**src/rtl/sertx_pkg.sv**
```systemverilog
package sertx_pkg;
  localparam int unsigned UF_CLEAR_EDGES = 4;

  typedef enum logic {
    FS_EXT = 1'b0,
    FS_INT = 1'b1
  } fs_src_e;
endpackage

```
**src/rtl/sertx_edge.sv**
```systemverilog
module sertx_edge #(
  parameter int unsigned SYNC_STAGES = 2
) (
  input  logic clk,
  input  logic rst,
  input  logic sclk_i,
  input  logic edge_sel_i,
  output logic drv_o,
  output logic smp_o
);
  localparam int unsigned N = (SYNC_STAGES < 2) ? 2 : SYNC_STAGES;

  logic [N-1:0] sync_q;
  logic         rise, fall;

  always_ff @(posedge clk) begin
    if (rst) sync_q[0] <= 1'b0;
    else     sync_q[0] <= sclk_i;
  end

  genvar g;
  generate
    for (g = 1; g < N; g++) begin : g_sync
      always_ff @(posedge clk) begin
        if (rst) sync_q[g] <= 1'b0;
        else     sync_q[g] <= sync_q[g-1];
      end
    end
  endgenerate

  assign rise  = sync_q[N-2] & ~sync_q[N-1];
  assign fall  = ~sync_q[N-2] & sync_q[N-1];
  assign drv_o = edge_sel_i ? fall : rise;
  assign smp_o = edge_sel_i ? rise : fall;
endmodule

```
**src/rtl/sertx_buf.sv**
```systemverilog
module sertx_buf #(
  parameter int unsigned DW = 16
) (
  input  logic          clk,
  input  logic          rst,
  input  logic          en_i,
  input  logic          dma_en_i,
  input  logic          wr_i,
  input  logic [DW-1:0] wdata_i,
  input  logic          sh_free_i,
  output logic          xfer_o,
  output logic [DW-1:0] xfer_word_o,
  output logic          irq_o,
  output logic          ovf_o
);
  logic [DW-1:0] hold_q;
  logic          full_q;

  assign xfer_o      = en_i & full_q & sh_free_i;
  assign xfer_word_o = hold_q;

  always_ff @(posedge clk) begin
    if (rst) begin
      hold_q <= '0;
      full_q <= 1'b0;
      irq_o  <= 1'b0;
      ovf_o  <= 1'b0;
    end else begin
      irq_o <= xfer_o & ~dma_en_i;
      if (!en_i)               ovf_o <= 1'b0;
      else if (wr_i && full_q) ovf_o <= 1'b1;
      if (wr_i && !full_q) begin
        hold_q <= wdata_i;
        full_q <= 1'b1;
      end else if (xfer_o) begin
        full_q <= 1'b0;
      end
    end
  end

  AST_OVF_CAUSE: assert property (@(posedge clk) disable iff (rst)
    $rose(ovf_o) |-> $past(wr_i && full_q));
  AST_IRQ_MASKED: assert property (@(posedge clk) disable iff (rst)
    irq_o |-> !$past(dma_en_i));
  AST_IRQ_PULSE: assert property (@(posedge clk) disable iff (rst)
    irq_o |=> !irq_o);
endmodule

```
**src/rtl/sertx_frame.sv**
```systemverilog
module sertx_frame #(
  parameter int unsigned PW = 8
) (
  input  logic          clk,
  input  logic          rst,
  input  logic          en_i,
  input  logic          fs_int_i,
  input  logic [PW-1:0] period_i,
  input  logic          drv_i,
  input  logic          smp_i,
  input  logic          fs_i,
  output logic          frame_o,
  output logic          fs_o
);
  import sertx_pkg::*;

  fs_src_e       src;
  logic [PW-1:0] cnt_q;
  logic          pend_q;

  assign src     = fs_src_e'(fs_int_i);
  assign frame_o = (src == FS_INT) ? (cnt_q == '0) : pend_q;

  always_ff @(posedge clk) begin
    if (rst || !en_i) begin
      cnt_q  <= '0;
      pend_q <= 1'b0;
      fs_o   <= 1'b0;
    end else if (drv_i) begin
      fs_o   <= (src == FS_INT) && (cnt_q == '0);
      cnt_q  <= (cnt_q == period_i - 1'b1) ? '0 : cnt_q + 1'b1;
      pend_q <= 1'b0;
    end else if (smp_i && fs_i) begin
      pend_q <= 1'b1;
    end
  end

  AST_FS_ONLY_INT: assert property (@(posedge clk) disable iff (rst)
    $rose(fs_o) |-> $past(fs_int_i));
endmodule

```
**src/rtl/sertx_chan.sv**
```systemverilog
module sertx_chan #(
  parameter int unsigned DW = 16,
  parameter int unsigned PW = 8,
  parameter int unsigned SYNC_STAGES = 2
) (
  input  logic                  clk,
  input  logic                  rst,
  input  logic                  en_i,
  input  logic                  edge_sel_i,
  input  logic                  fs_int_i,
  input  logic [$clog2(DW)-1:0] wlen_i,
  input  logic [PW-1:0]         period_i,
  input  logic                  dma_en_i,
  input  logic                  wr_i,
  input  logic [DW-1:0]         wdata_i,
  input  logic                  sclk_i,
  input  logic                  fs_i,
  output logic                  sdo_o,
  output logic                  fs_o,
  output logic                  irq_o,
  output logic                  uf_o,
  output logic                  ovf_o
);
  import sertx_pkg::*;

  localparam int unsigned LW = $clog2(DW);
  localparam int unsigned CW = (UF_CLEAR_EDGES > 2) ? $clog2(UF_CLEAR_EDGES) : 1;
  localparam logic [CW-1:0] CLR_LAST = CW'(UF_CLEAR_EDGES - 1);

  logic          drv, smp, frame, xfer;
  logic [DW-1:0] xfer_word;
  logic [DW-1:0] sh_q;
  logic          loaded_q, sending_q, en_q, arm_q;
  logic [LW-1:0] idx_q, wl_q;
  logic [CW-1:0] clr_q;
  logic          uf_set, uf_clr;

  sertx_edge #(.SYNC_STAGES(SYNC_STAGES)) u_edge (
    .clk(clk), .rst(rst), .sclk_i(sclk_i), .edge_sel_i(edge_sel_i),
    .drv_o(drv), .smp_o(smp));

  sertx_buf #(.DW(DW)) u_buf (
    .clk(clk), .rst(rst), .en_i(en_i), .dma_en_i(dma_en_i), .wr_i(wr_i),
    .wdata_i(wdata_i), .sh_free_i(!loaded_q), .xfer_o(xfer),
    .xfer_word_o(xfer_word), .irq_o(irq_o), .ovf_o(ovf_o));

  sertx_frame #(.PW(PW)) u_frame (
    .clk(clk), .rst(rst), .en_i(en_i), .fs_int_i(fs_int_i),
    .period_i(period_i), .drv_i(drv), .smp_i(smp), .fs_i(fs_i),
    .frame_o(frame), .fs_o(fs_o));

  assign uf_set = en_i && drv && frame && !sending_q && !loaded_q;
  assign uf_clr = en_i && drv && arm_q && (clr_q == CLR_LAST);

  always_ff @(posedge clk) begin
    if (rst) begin
      en_q      <= 1'b0;
      wl_q      <= '1;
      sh_q      <= '0;
      loaded_q  <= 1'b0;
      sending_q <= 1'b0;
      idx_q     <= '0;
      sdo_o     <= 1'b0;
      arm_q     <= 1'b0;
      clr_q     <= '0;
    end else begin
      en_q <= en_i;
      if (en_i && !en_q) wl_q <= wlen_i;
      if (!en_i) begin
        loaded_q  <= 1'b0;
        sending_q <= 1'b0;
        sdo_o     <= 1'b0;
        arm_q     <= 1'b0;
        clr_q     <= '0;
      end else begin
        if (!en_q) begin
          arm_q <= 1'b1;
          clr_q <= '0;
        end
        if (xfer) begin
          sh_q     <= xfer_word;
          loaded_q <= 1'b1;
        end
        if (drv) begin
          if (sending_q) begin
            sdo_o <= sh_q[idx_q];
            if (idx_q == '0) begin
              sending_q <= 1'b0;
              loaded_q  <= 1'b0;
            end else begin
              idx_q <= idx_q - 1'b1;
            end
          end else begin
            sdo_o <= 1'b0;
            if (frame && loaded_q) begin
              sending_q <= 1'b1;
              idx_q     <= wl_q;
            end
          end
          if (arm_q) begin
            if (clr_q == CLR_LAST) arm_q <= 1'b0;
            else                   clr_q <= clr_q + 1'b1;
          end
        end
      end
    end
  end

  always_ff @(posedge clk) begin
    if (rst)         uf_o <= 1'b0;
    else if (uf_set) uf_o <= 1'b1;
    else if (uf_clr) uf_o <= 1'b0;
  end

  AST_UF_FALL_ENABLED: assert property (@(posedge clk) disable iff (rst)
    ($fell(uf_o) && !$past(rst)) |-> $past(en_i));
  AST_IDLE_DISABLED: assert property (@(posedge clk) disable iff (rst)
    (!$past(en_i) && !$past(rst)) |-> (!sdo_o && !fs_o));
  AST_SEND_NEEDS_WORD: assert property (@(posedge clk) disable iff (rst)
    sending_q |-> loaded_q);
endmodule

```
**config.mk**
```make
export PLATFORM = sky130hd
export DESIGN_NAME = sertx_chan
export DESIGN_NICKNAME = d
export VERILOG_FILES = /design/src/rtl/sertx_pkg.sv /design/src/rtl/sertx_edge.sv /design/src/rtl/sertx_buf.sv /design/src/rtl/sertx_frame.sv /design/src/rtl/sertx_chan.sv
export SDC_FILE = /design/constraint.sdc
export NUM_CORES = 1
export LEC_CHECK = 0
export ABC_CLOCK_PERIOD_IN_PS = 4700
export BUFFER_PORTS_ARGS = -buffer_cell sky130_fd_sc_hd__clkbuf_2
export CORE_AREA = 2 2 76 78
export CTS_BUF_LIST = sky130_fd_sc_hd__clkbuf_16
export CTS_CLUSTER_DIAMETER = 60
export DETAILED_ROUTE_END_ITERATION = 12
export DIE_AREA = 0 0 78 80
export GPL_TIMING_DRIVEN = 0
export PLACE_DENSITY = 0.94
export SLEW_MARGIN = 20
export SYNTH_ARGS = -nofsm -noshare
export SYNTH_HDL_FRONTEND = slang
export SYNTH_HIERARCHICAL = 1
export SYNTH_SLANG_ARGS = --single-unit
```
**constraint.sdc**
```tcl
create_clock -name clk -period 4.7 [get_ports clk]
set_input_delay 0.235 -clock clk [delete_from_list [all_inputs] [get_ports clk]]
set_output_delay 0.235 -clock clk [all_outputs]
set_load 0.05 [all_outputs]
```
### Yosys cells after proc, flatten, opt, wreduce, memory -nomap -nowiden

Index checks and enable logic that the tools add are counted.

| operators by class | value |
|---|---|
| $lt $le $gt $ge | 1 |
| add/subtract/negate cells | 4 |
| mux-type cells | 29 |
| reduce and logical (&&, ||, !) cells | 27 |
| equality and inequality tests | 3 |
| bitwise logic cells | 9 |

Operators by type and width:

| kind | count |
|---|---|
| $mux 1 | 20 |
| $logic_and 1x1->1 | 12 |
| $mux 4 | 3 |
| $add 8x1->8 const B | 1 |
| $eq 8x8->1 | 1 |
| $logic_not 8->1 | 1 |
| $mux 2 | 4 |
| $mux 8 | 1 |
| $sub 8x1->8 const B | 1 |
| $reduce_bool 2->1 | 3 |
| $and 1x1->1 | 5 |
| $logic_not 1->1 | 5 |
| $lt 4x5->1 const B | 1 |
| $bmux 1 s4 | 1 |
| $logic_not 4->1 | 1 |
| $not 1->1 | 4 |
| $reduce_and 4->1 | 1 |
| $reduce_or 2->1 | 2 |
| $sub 4x1->4 const B | 1 |
| $add 2x1->2 const B | 1 |
| $eq 2x2->1 const B | 1 |
| $ne 2x2->1 const B | 1 |
| $reduce_and 2->1 | 1 |
| $logic_or 1x1->1 | 1 |

| storage, ports and cells | value |
|---|---|
| output and inout port bits | 5 |
| input bits | 37 |
| bits in registers | 63 |
| logic and storage cells | 92 |

### Logic depth before layout (Yosys ltp)

Gate-level depths: netlist of run 1.

| depth | value |
|---|---|
| depth in word-level cells | 8 |
| mapped depth | 8 |
| depth with buffers taken out | 8 |

### Hierarchy

The synthesis of run 1 kept the hierarchy.

By module, submodules not included:

| module | area each (um^2) | times used | sequential area each (um^2) | cells each |
|---|---|---|---|---|
| sertx_chan | 1471.4 | 1 | 640.6 | 166 |
| sertx_buf | 898.4 | 1 | 380.4 | 81 |
| sertx_frame | 763.2 | 1 | 200.2 | 88 |
| sertx_edge | 85.1 | 1 | 40.0 | 8 |

### Worst setup path before layout of run 1

OpenSTA, ideal clock, no wires.

| timing path | value |
|---|---|
| path type | register to register |
| start point | reg u_edge.sync_q[0] |
| end point | reg idx_q[3] |
| period minus slack after synthesis | 1.930 ns |
| setup slack | 2.770 ns |
| required time | 4.633 ns |
| setup time | 0.067 ns |
| arrival time | 1.863 ns |
| path buffers | 1 |
| cell stages (with the launch flop) | 8 |
| cell sequence | dfxtp_1 > nand2b_1 > mux2i_1 > buf_2 > nand2_1 > or4b_1 > a31o_1 > a21oi_2 |

| on the way | value |
|---|---|
| word-level cells in the longest chain between the ends | 4 |
| elaborated cells on any way between the ends | 5 |
| those cells by class | mux: 1; bitwise: 3; reduce/logical: 1 |

Ends and longest elaborated chain:

| what | RTL line | RTL |
|---|---|---|
| from (decl) | sertx_edge.sv:13 | `logic [N-1:0] sync_q;` |
| from (signal assigned) | sertx_edge.sv:18 | `else sync_q[0] <= sclk_i;` |
| $not 1->1 | sertx_edge.sv:32 | `assign fall = ~sync_q[N-2] & sync_q[N-1];` |
| $and 1x1->1 | sertx_edge.sv:32 |  |
| $mux 1 (*) | sertx_edge.sv:33 | `assign drv_o = edge_sel_i ? fall : rise;` |
| via drv | sertx_chan.sv:30 | `logic drv, smp, frame, xfer;` |
| $reduce_and 4->1 (no line) (*) | - |  |
| to (signal assigned) | sertx_chan.sv:91 | `idx_q <= idx_q - 1'b1;` |
| to (signal assigned) | sertx_chan.sv:97 | `idx_q <= wl_q;` |
| to (decl) | sertx_chan.sv:34 | `logic [LW-1:0] idx_q, wl_q;` |

The timed path passes the listed nets; every way through them passes the cells marked *.
A chain may end at the register's enable or synchronous reset.

### Final worst setup path of run 1

Same ends and word-level chain as after synthesis.

==> results of run 1 <==
-- power breakdown --
part / internal, W / switching (W) / leakage, nW
Clock: 0.000519 / 0.000241 / 0.166
Combinational: 0.0000579 / 0.0000679 / 0.773
Sequential: 0.000552 / 0.0000104 / 0.513
Total: 0.00113 / 0.000319 / 1.45
-- how the worst max path moves through the flow --
stage,startpoint,end,cells past startpoint
2_1_floorplan,u_edge/sync_q[0],idx_q[3],7
3_3_place_gp,u_edge/sync_q[0],idx_q[3],7
3_5_place_dp,u_edge/sync_q[0],idx_q[3],7
4_1_cts,u_edge/sync_q[0],idx_q[3],7
5_1_grt,u_edge/sync_q[0],idx_q[3],7
6_report,u_edge/sync_q[0],idx_q[3],7
-- state kept, by name, summed over array words and instances, names as in the netlist, 2 cells and up --
signal	flops
idx_q	4
sh_q	16
wl_q	4
u_edge/sync_q	2
u_frame/cnt_q	8
u_buf/xfer_word_o	16
clr_q	2
-- routing by layer --
metal	vias up	global-route usage, %	part of all wire, %
met1	1256	29.2	44
met3	13	6.11	4.4
met2	68	43.3	50
li1	1327	-	-
met5	-	0	0
met4	0	10.0	2.1
-- cell type report --
type | instances | area, sq um
Clock buffer | 9 | 225
Clock inverter | 7 | 120
Fill cell | 380 | 1550
Timing Repair Buffer | 41 | 205
Buffer | 21 | 144
Tap cell | 72 | 90.1
Sequential cell | 63 | 1260
Multi-Input combinational cell | 248 | 1770
Inverter | 11 | 41.3
-- worst register-to-register path, cell delays in order, from the launching register on --
cell	delay [ns]
dfxtp_1	0.32
nand2b_1	0.16
mux2i_1	0.44
buf_2	0.29
nand2_1	0.13
or4b_1	0.51
a31o_1	0.23
a21oi_2	0.11
-- cells in the final DEF (no fill, tap or decap), drive strengths merged, types with 3 or more instances in the layout --
cell and count:
xnor2 9, nor4 3, a31oi 4, bufinv 3
nand4bb 16, or4b 3, nor2 12, xor2 8
buf 11, a211o 4, nor3 6, ha 6
dfxtp 63, mux2i 8, inv 12, nor3b 6
a21oi 31, clkbuf 60, mux4 4, o21ai 20
nor2b 9, nand2b 21, a211oi 6, nand2 47
nand4 4, o211ai 3
-- per-stage QoR --
| step | power, W | hold slack (ns) | util (%) |
|---|---|---|---|
| final | 0.00145 | 0.0753 | 71.4 |
| after global routing | 0.00150 | 0.0775 | 71.4 |
| after CTS | 0.00146 | 0.0721 | 71.4 |
| after detailed placement | 0.000697 | 0.415 | 65.0 |
| after global placement | 0.000691 | 0.407 | 65.0 |
| after floorplan | 0.000657 | 0.305 | - |
-- kinds of logic (layout without fill, tap and decap cells) --
family,count (synthesis),after routing
AO/OA/AOI/OAI,74,74
XOR/XNOR,17,17
adder cells (fa/ha/maj),6,6
buffers and inverters,32,89
AND/OR/NAND/NOR,139,139
multiplexers,12,12
flip-flops,63,63
==> impl_metrics.env, run 1 <==
export IMPL_gp_congestion=0.821
export IMPL_dpl_cell_area_sq_um=3510
export IMPL_ys_ff_latch=63
export IMPL_grt_usage_pct=24.8
export IMPL_critPathTopFamily="simple AND/OR/NAND/NOR gates"
export IMPL_clkSinkCount=63
export IMPL_cts_hold_buf=0
export IMPL_ioPinCount=42
export IMPL_relSlewSlack_pct=63.8
export IMPL_gr_total_overflow=0
export IMPL_drt_iter0_drc=191
export IMPL_insertion_delay_ns=0.32
export IMPL_synth_area_leaders="dfxtp_1 39%, nand4bb_1 5.6%, nand2_1 5.5%, a21oi_1 4.5%, nand2b_1 4.1%"
export IMPL_die_area_sq_um=6240
export IMPL_holdCritPathClass="input port to register"
export IMPL_r2r_end="idx_q[3]"
export IMPL_arrival_ns=2.51
export IMPL_hold_viol=0
export IMPL_path_class="register to register"
export IMPL_syn_num_nets=386
export IMPL_ys_warn_count=6
export IMPL_hold_start="dma_en_i"
export IMPL_synth_top_family_by_area="simple AND/OR/NAND/NOR gates"
export IMPL_ys_types=53
export IMPL_synth_compound_area_share_pct=15.3
export IMPL_crit_buf_inv=1
export IMPL_vias=2664
export IMPL_syn_instance_count=343
export IMPL_dp_cells=456
export IMPL_setup_viol=0
export IMPL_slowest_stage="or4b_1"
export IMPL_avgSynthCellArea_sq_um=9.38
export IMPL_totalNegativeSetupSlack_ns=0
export IMPL_outcome="finished clean"
export IMPL_ff2ff_setup_slack_ns=2.45
export IMPL_cts_made_buffers=9
export IMPL_max_freq_mhz=444
export IMPL_cts_path_max_buffers=2
export IMPL_grt_max_degree=13
export IMPL_num_nets_final=438
export IMPL_p_leak_nw=1.45
export IMPL_worstMarginPinSlew_ns=0.529
export IMPL_dr_pass1_iters=4
export IMPL_synthMuxAreaShare_pct=5.75
export IMPL_row_count=27
export IMPL_yosysTopAreaCellShare_pct=39.2
export IMPL_holdPathStages=2
export IMPL_peakVddDrop_mv=0.256
export IMPL_slowest_delay_ns=0.51
export IMPL_tritoncts="yes"
export IMPL_area_delta_synth_final_pct=19.9
export IMPL_antenna_found_initial=0
export IMPL_timing_final_ws_setup_ns=2.45
export IMPL_crit_fanout=9
export IMPL_fin_crit_sh_pct=48.0
export IMPL_ant_nets=0
export IMPL_htree_num_levels=3
export IMPL_period_needed_ns=2.25
export IMPL_post_cts_buffers=0
export IMPL_grt_pass1_wl_um=12100
export IMPL_wl_per_cell_um=14.9
export IMPL_cp_start_kind="register"
export IMPL_synthSimpleGateAreaFrac_pct=26.2
export IMPL_viasPerCell=5.64
export IMPL_final_cell_count_no_fill=472
export IMPL_syn_area_sq_um=3220
export IMPL_port_buffers=41
export IMPL_dp_hpwl_um=4890
export IMPL_reg2reg_depth=7
export IMPL_cellPowerDensity_nw_per_um2=375
export IMPL_synth_xor_area_share_pct=5.44
export IMPL_ys_seq_area_share_pct=39.2
export IMPL_num_antenna_cells=0
export IMPL_clock_skew_ns=0.00665
export IMPL_synth_ff_type="dfxtp_1"
export IMPL_coreArea_sq_um=5410
export IMPL_yosysTopAreaCell="dfxtp_1"
export IMPL_clkTransAtPathRegs_ns=0.06
export IMPL_drc=0
export IMPL_max_cap_violations=0
export IMPL_dp_slack_ns=2.49
export IMPL_synth_most_common_cell="dfxtp_1"
export IMPL_maxSlewViolCount=0
export IMPL_synth_async_reset_ratio_pct=0
export IMPL_die_y_um=80
export IMPL_rsz0062_at_grt="false"
export IMPL_drive_above_1_share_pct=23.0
export IMPL_synth_common_cells="63 x dfxtp_1, 47 x nand2_1, 29 x a21oi_1, 21 x nand2b_1, 16 x nand4bb_1"
export IMPL_synthAdderAreaFrac_pct=2.33
export IMPL_synth_edf_count=0
export IMPL_die_w_um=78
export IMPL_rr_startpoint="u_edge/sync_q[0]"
export IMPL_cts_root_buf="clkbuf_16"
export IMPL_finalWirelength_um=7040
export IMPL_initial_core_util_pct=59.5
export IMPL_end_kind="register"
export IMPL_whs_endpoint="u_buf/irq_o"
export IMPL_crit_chain="nand2b_1 -> mux2i_1 -> buf_2 -> nand2_1 -> or4b_1 -> a31o_1 -> a21oi_2"
export IMPL_postCtsResizedCells=0
export IMPL_required_ns=4.96
export IMPL_final_cell_area_sq_um=3860
export IMPL_grt_pass1_vias=2682
Power figures use the tool's default switching activity.
==> run 2, diff against run 1 <==
--- a/config.mk
+++ b/config.mk
@@ -5,15 +5,16 @@
 export SDC_FILE = /design/constraint.sdc
 export NUM_CORES = 1
 export LEC_CHECK = 0
-export ABC_CLOCK_PERIOD_IN_PS = 4700
+export ABC_AREA = 1
+export ABC_CLOCK_PERIOD_IN_PS = 2100
 export BUFFER_PORTS_ARGS = -buffer_cell sky130_fd_sc_hd__clkbuf_2
-export CORE_AREA = 2 2 76 78
+export CORE_AREA = 2 2 79 81
 export CTS_BUF_LIST = sky130_fd_sc_hd__clkbuf_16
 export CTS_CLUSTER_DIAMETER = 60
 export DETAILED_ROUTE_END_ITERATION = 12
-export DIE_AREA = 0 0 78 80
+export DIE_AREA = 0 0 81 83
 export GPL_TIMING_DRIVEN = 0
-export PLACE_DENSITY = 0.94
+export PLACE_DENSITY = 0.88
 export SLEW_MARGIN = 20
 export SYNTH_ARGS = -nofsm -noshare
 export SYNTH_HDL_FRONTEND = slang
==> constraint.sdc (replaced) <==
create_clock -name clk -period 2.1 [get_ports clk]
set_input_delay 0.105 -clock clk [delete_from_list [all_inputs] [get_ports clk]]
set_output_delay 0.105 -clock clk [all_outputs]
set_load 0.05 [all_outputs]
==> impl_metrics.env, run 2 <==
export IMPL_outcome="finished clean"
export IMPL_p_sw_share_pct=23.9
export IMPL_grt_pass1_vias=2912
export IMPL_synth_compound_area_share_pct=11.8
export IMPL_p_int_w=0.00213
export IMPL_synth_ff_type="dfxtp_1"
export IMPL_cp_common_cell="nand2_1"
export IMPL_ant_nets=0
export IMPL_drt_iter0_drc=132
export IMPL_wl_per_cell_um=11.0
export IMPL_cts_made_buffers=9
export IMPL_slowest_delay_ns=0.36
export IMPL_syn_num_nets=521
export IMPL_clkTransAtPathRegs_ns=0.05
export IMPL_gr_total_overflow=0
export IMPL_seqPwrFrac_pct=45.9
export IMPL_setup_viol=0
export IMPL_dp_cells=593
export IMPL_die_area_sq_um=6720
export IMPL_hold_viol=0
export IMPL_tritoncts="yes"
export IMPL_mostFrequentLayoutCell="nand2_1"
export IMPL_final_cell_mix="113 x nand2_1, 72 x inv_1, 63 x dfxtp_1, 56 x nor2_1, 48 x nand3_1"
export IMPL_synth_area_leaders="dfxtp_1 39%, nand2_1 13%, inv_1 8.3%, nand3_1 7.5%, nor2_1 6.5%"
export IMPL_fin_hold_ws_ns=0.00385
export IMPL_slowest_stage="nand2_1"
export IMPL_synth_xor_area_share_pct=1.36
export IMPL_cts_root_buf="clkbuf_16"
export IMPL_num_nets_final=576
export IMPL_max_freq_mhz=581
export IMPL_yosysTopAreaCellShare_pct=39.3
export IMPL_dp_slack_ns=0.387
export IMPL_vias=3051
export IMPL_startpoint="u_edge/sync_q[0]"
export IMPL_finalWirelength_um=6730
export IMPL_num_antenna_cells=0
export IMPL_synth_top_family_by_area="simple AND/OR/NAND/NOR gates"
export IMPL_max_cap_violations=0
export IMPL_ys_types=36
export IMPL_initial_core_util_pct=55.2
export IMPL_path_class="register to register"
export IMPL_die_w_um=81
export IMPL_required_ns=2.32
export IMPL_syn_instance_count=478
export IMPL_period_needed_ns=1.72
export IMPL_crit_buf_inv=3
export IMPL_combPwrFrac_pct=10.4
export IMPL_area_delta_synth_final_pct=18.0
export IMPL_end_kind="register"
export IMPL_synth_async_reset_ratio_pct=0
export IMPL_cellPowerDensity_nw_per_um2=739
export IMPL_ioPinCount=42
export IMPL_rsz0062_at_grt="false"
export IMPL_fin_crit_sh_pct=82.0
export IMPL_peakVddDrop_mv=0.548
export IMPL_yosysTopAreaCell="dfxtp_1"
export IMPL_dr_pass1_iters=4
export IMPL_synth_edf_count=0
export IMPL_synthSimpleGateAreaFrac_pct=33.0
export IMPL_ys_ff_latch=63
export IMPL_critPathTopFamily="simple AND/OR/NAND/NOR gates"
export IMPL_viasPerCell=5.00
export IMPL_drive_above_1_share_pct=16.8
export IMPL_drc=0
export IMPL_crit_chain="inv_2 -> nand3_1 -> nand2_1 -> nand2_2 -> nor3_4 -> nand3_2 -> clkinv_1 -> nand3_1 -> nand2_1 -> nor2_1 -> nand2_1 -> inv_1"
export IMPL_postCtsResizedCells=0
export IMPL_coreArea_sq_um=5820
export IMPL_cp_start_kind="register"
export IMPL_worstMarginPinSlew_ns=0.453
export IMPL_pwr_share_clk_pct=43.7
export IMPL_hold_start="wlen_i[3]"
export IMPL_dp_hpwl_um=5000
export IMPL_ys_warn_count=6
export IMPL_syn_area_sq_um=3210
export IMPL_avgSynthCellArea_sq_um=6.71
export IMPL_synth_common_cells="113 x nand2_1, 71 x inv_1, 63 x dfxtp_1, 56 x nor2_1, 48 x nand3_1"
export IMPL_cts_path_max_buffers=2
export IMPL_post_cts_buffers=0
export IMPL_grt_usage_pct=22.1
export IMPL_fill_cells=498
export IMPL_crit_fanout=13
export IMPL_final_cell_count_no_fill=610
export IMPL_synthAdderAreaFrac_pct=2.34
export IMPL_clkSinkCount=63
export IMPL_arrival_ns=1.94
export IMPL_p_switching_w=0.000668
export IMPL_maxSlewViolCount=0
export IMPL_relSlewSlack_pct=69.7
export IMPL_synth_most_common_cell="nand2_1"
export IMPL_gp_congestion=0.855
export IMPL_totalNegativeSetupSlack_ns=0
export IMPL_clock_skew_ns=0.00455
export IMPL_p_leak_nw=1.89
export IMPL_holdCritPathClass="input port to register"
export IMPL_die_y_um=83
export IMPL_grt_pass1_wl_um=11800
export IMPL_row_count=28
export IMPL_timing_final_ws_setup_ns=0.379
export IMPL_grt_max_degree=14
export IMPL_antenna_found_initial=0
export IMPL_rr_startpoint="u_edge/sync_q[0]"
export IMPL_synthMuxAreaShare_pct=0
export IMPL_htree_num_levels=3
export IMPL_insertion_delay_ns=0.32
export IMPL_ys_seq_area_share_pct=39.3
export IMPL_port_buffers=40
## run 2: changes by cell type after synthesis, sizes merged, moves of 9 or more
cell,before,now
nor2b,9,0
o21ai,20,34
nand2b,21,0
nand2,47,117
nor2,12,63
nand4bb,16,0
inv,11,81
nand3,1,50
## run 2: final timing paths
check	end	slack, ns	depth (start not counted)
setup / recovery	u_frame/cnt_q[7]	0.38	12
hold / removal	wl_q[3]	0.004	3
setup reg to reg	u_frame/cnt_q[7]	0.38	12
hold reg to reg	sh_q[5]	0.45	2
## run 2: routing by layer
| layer | wire, um | global-route usage, % |
|---|---|---|
| met5 | 0 | 0 |
| met4 | 135 | 11.4 |
| met3 | 332 | 3.91 |
| met2 | 3350 | 38.8 |
| met1 | 2920 | 24.8 |
## run 2: per-stage QoR
step | utilization, % | power [W] | area (sq um)
2_1_floorplan | - | 0.00149 | 3210
3_3_place_gp | 60.2 | 0.00157 | 3500
3_5_place_dp | 60.2 | 0.00159 | 3500
4_1_cts | 65.1 | 0.00281 | 3790
5_1_grt | 65.1 | 0.00289 | 3790
6_report | 65.1 | 0.00280 | 3790
## run 2: worst reg2reg max path, cell delays in order (launching register included)
cell	delay [ns]
dfxtp_1	0.32
inv_2	0.07
nand3_1	0.06
nand2_1	0.36
nand2_2	0.11
nor3_4	0.21
nand3_2	0.11
clkinv_1	0.07
nand3_1	0.08
nand2_1	0.08
nor2_1	0.04
nand2_1	0.07
inv_1	0.04
## run 2: area by class of cell
cell class	instances	area, sq um	share of cell area (%)
Buffer	11	77.6	2.05
Clock buffer	9	225	5.95
Clock inverter	4	17.5	0.463
Inverter	84	315	8.33
Multi-Input combinational cell	320	1560	41.1
Sequential cell	63	1260	33.3
Tap cell	75	93.8	2.48
Timing Repair Buffer	44	240	6.35
## run 2: cells by family (layout without fill, tap and decap cells)
logic type | count (synthesis) | in the layout
simple gates | 241 | 241
flops | 63 | 63
compound gates | 68 | 68
buf+inv | 95 | 152
xor+xnor | 5 | 5
fa+ha+maj | 6 | 6
## run 2: timing repair
action                     CTS  global route
hold buffers                 4             0
hold endpoints to repair     4             0
setup endpoints to repair    0             0
## run 2: power groups by stage
stage	clock network [W]	logic, W	registers (W)
after floorplan	0	0.000192	0.00130
after global placement	0	0.000271	0.00130
after detailed placement	0	0.000282	0.00130
after CTS	0.00124	0.000291	0.00128
after global routing	0.00127	0.000336	0.00129
final	0.00122	0.000291	0.00128
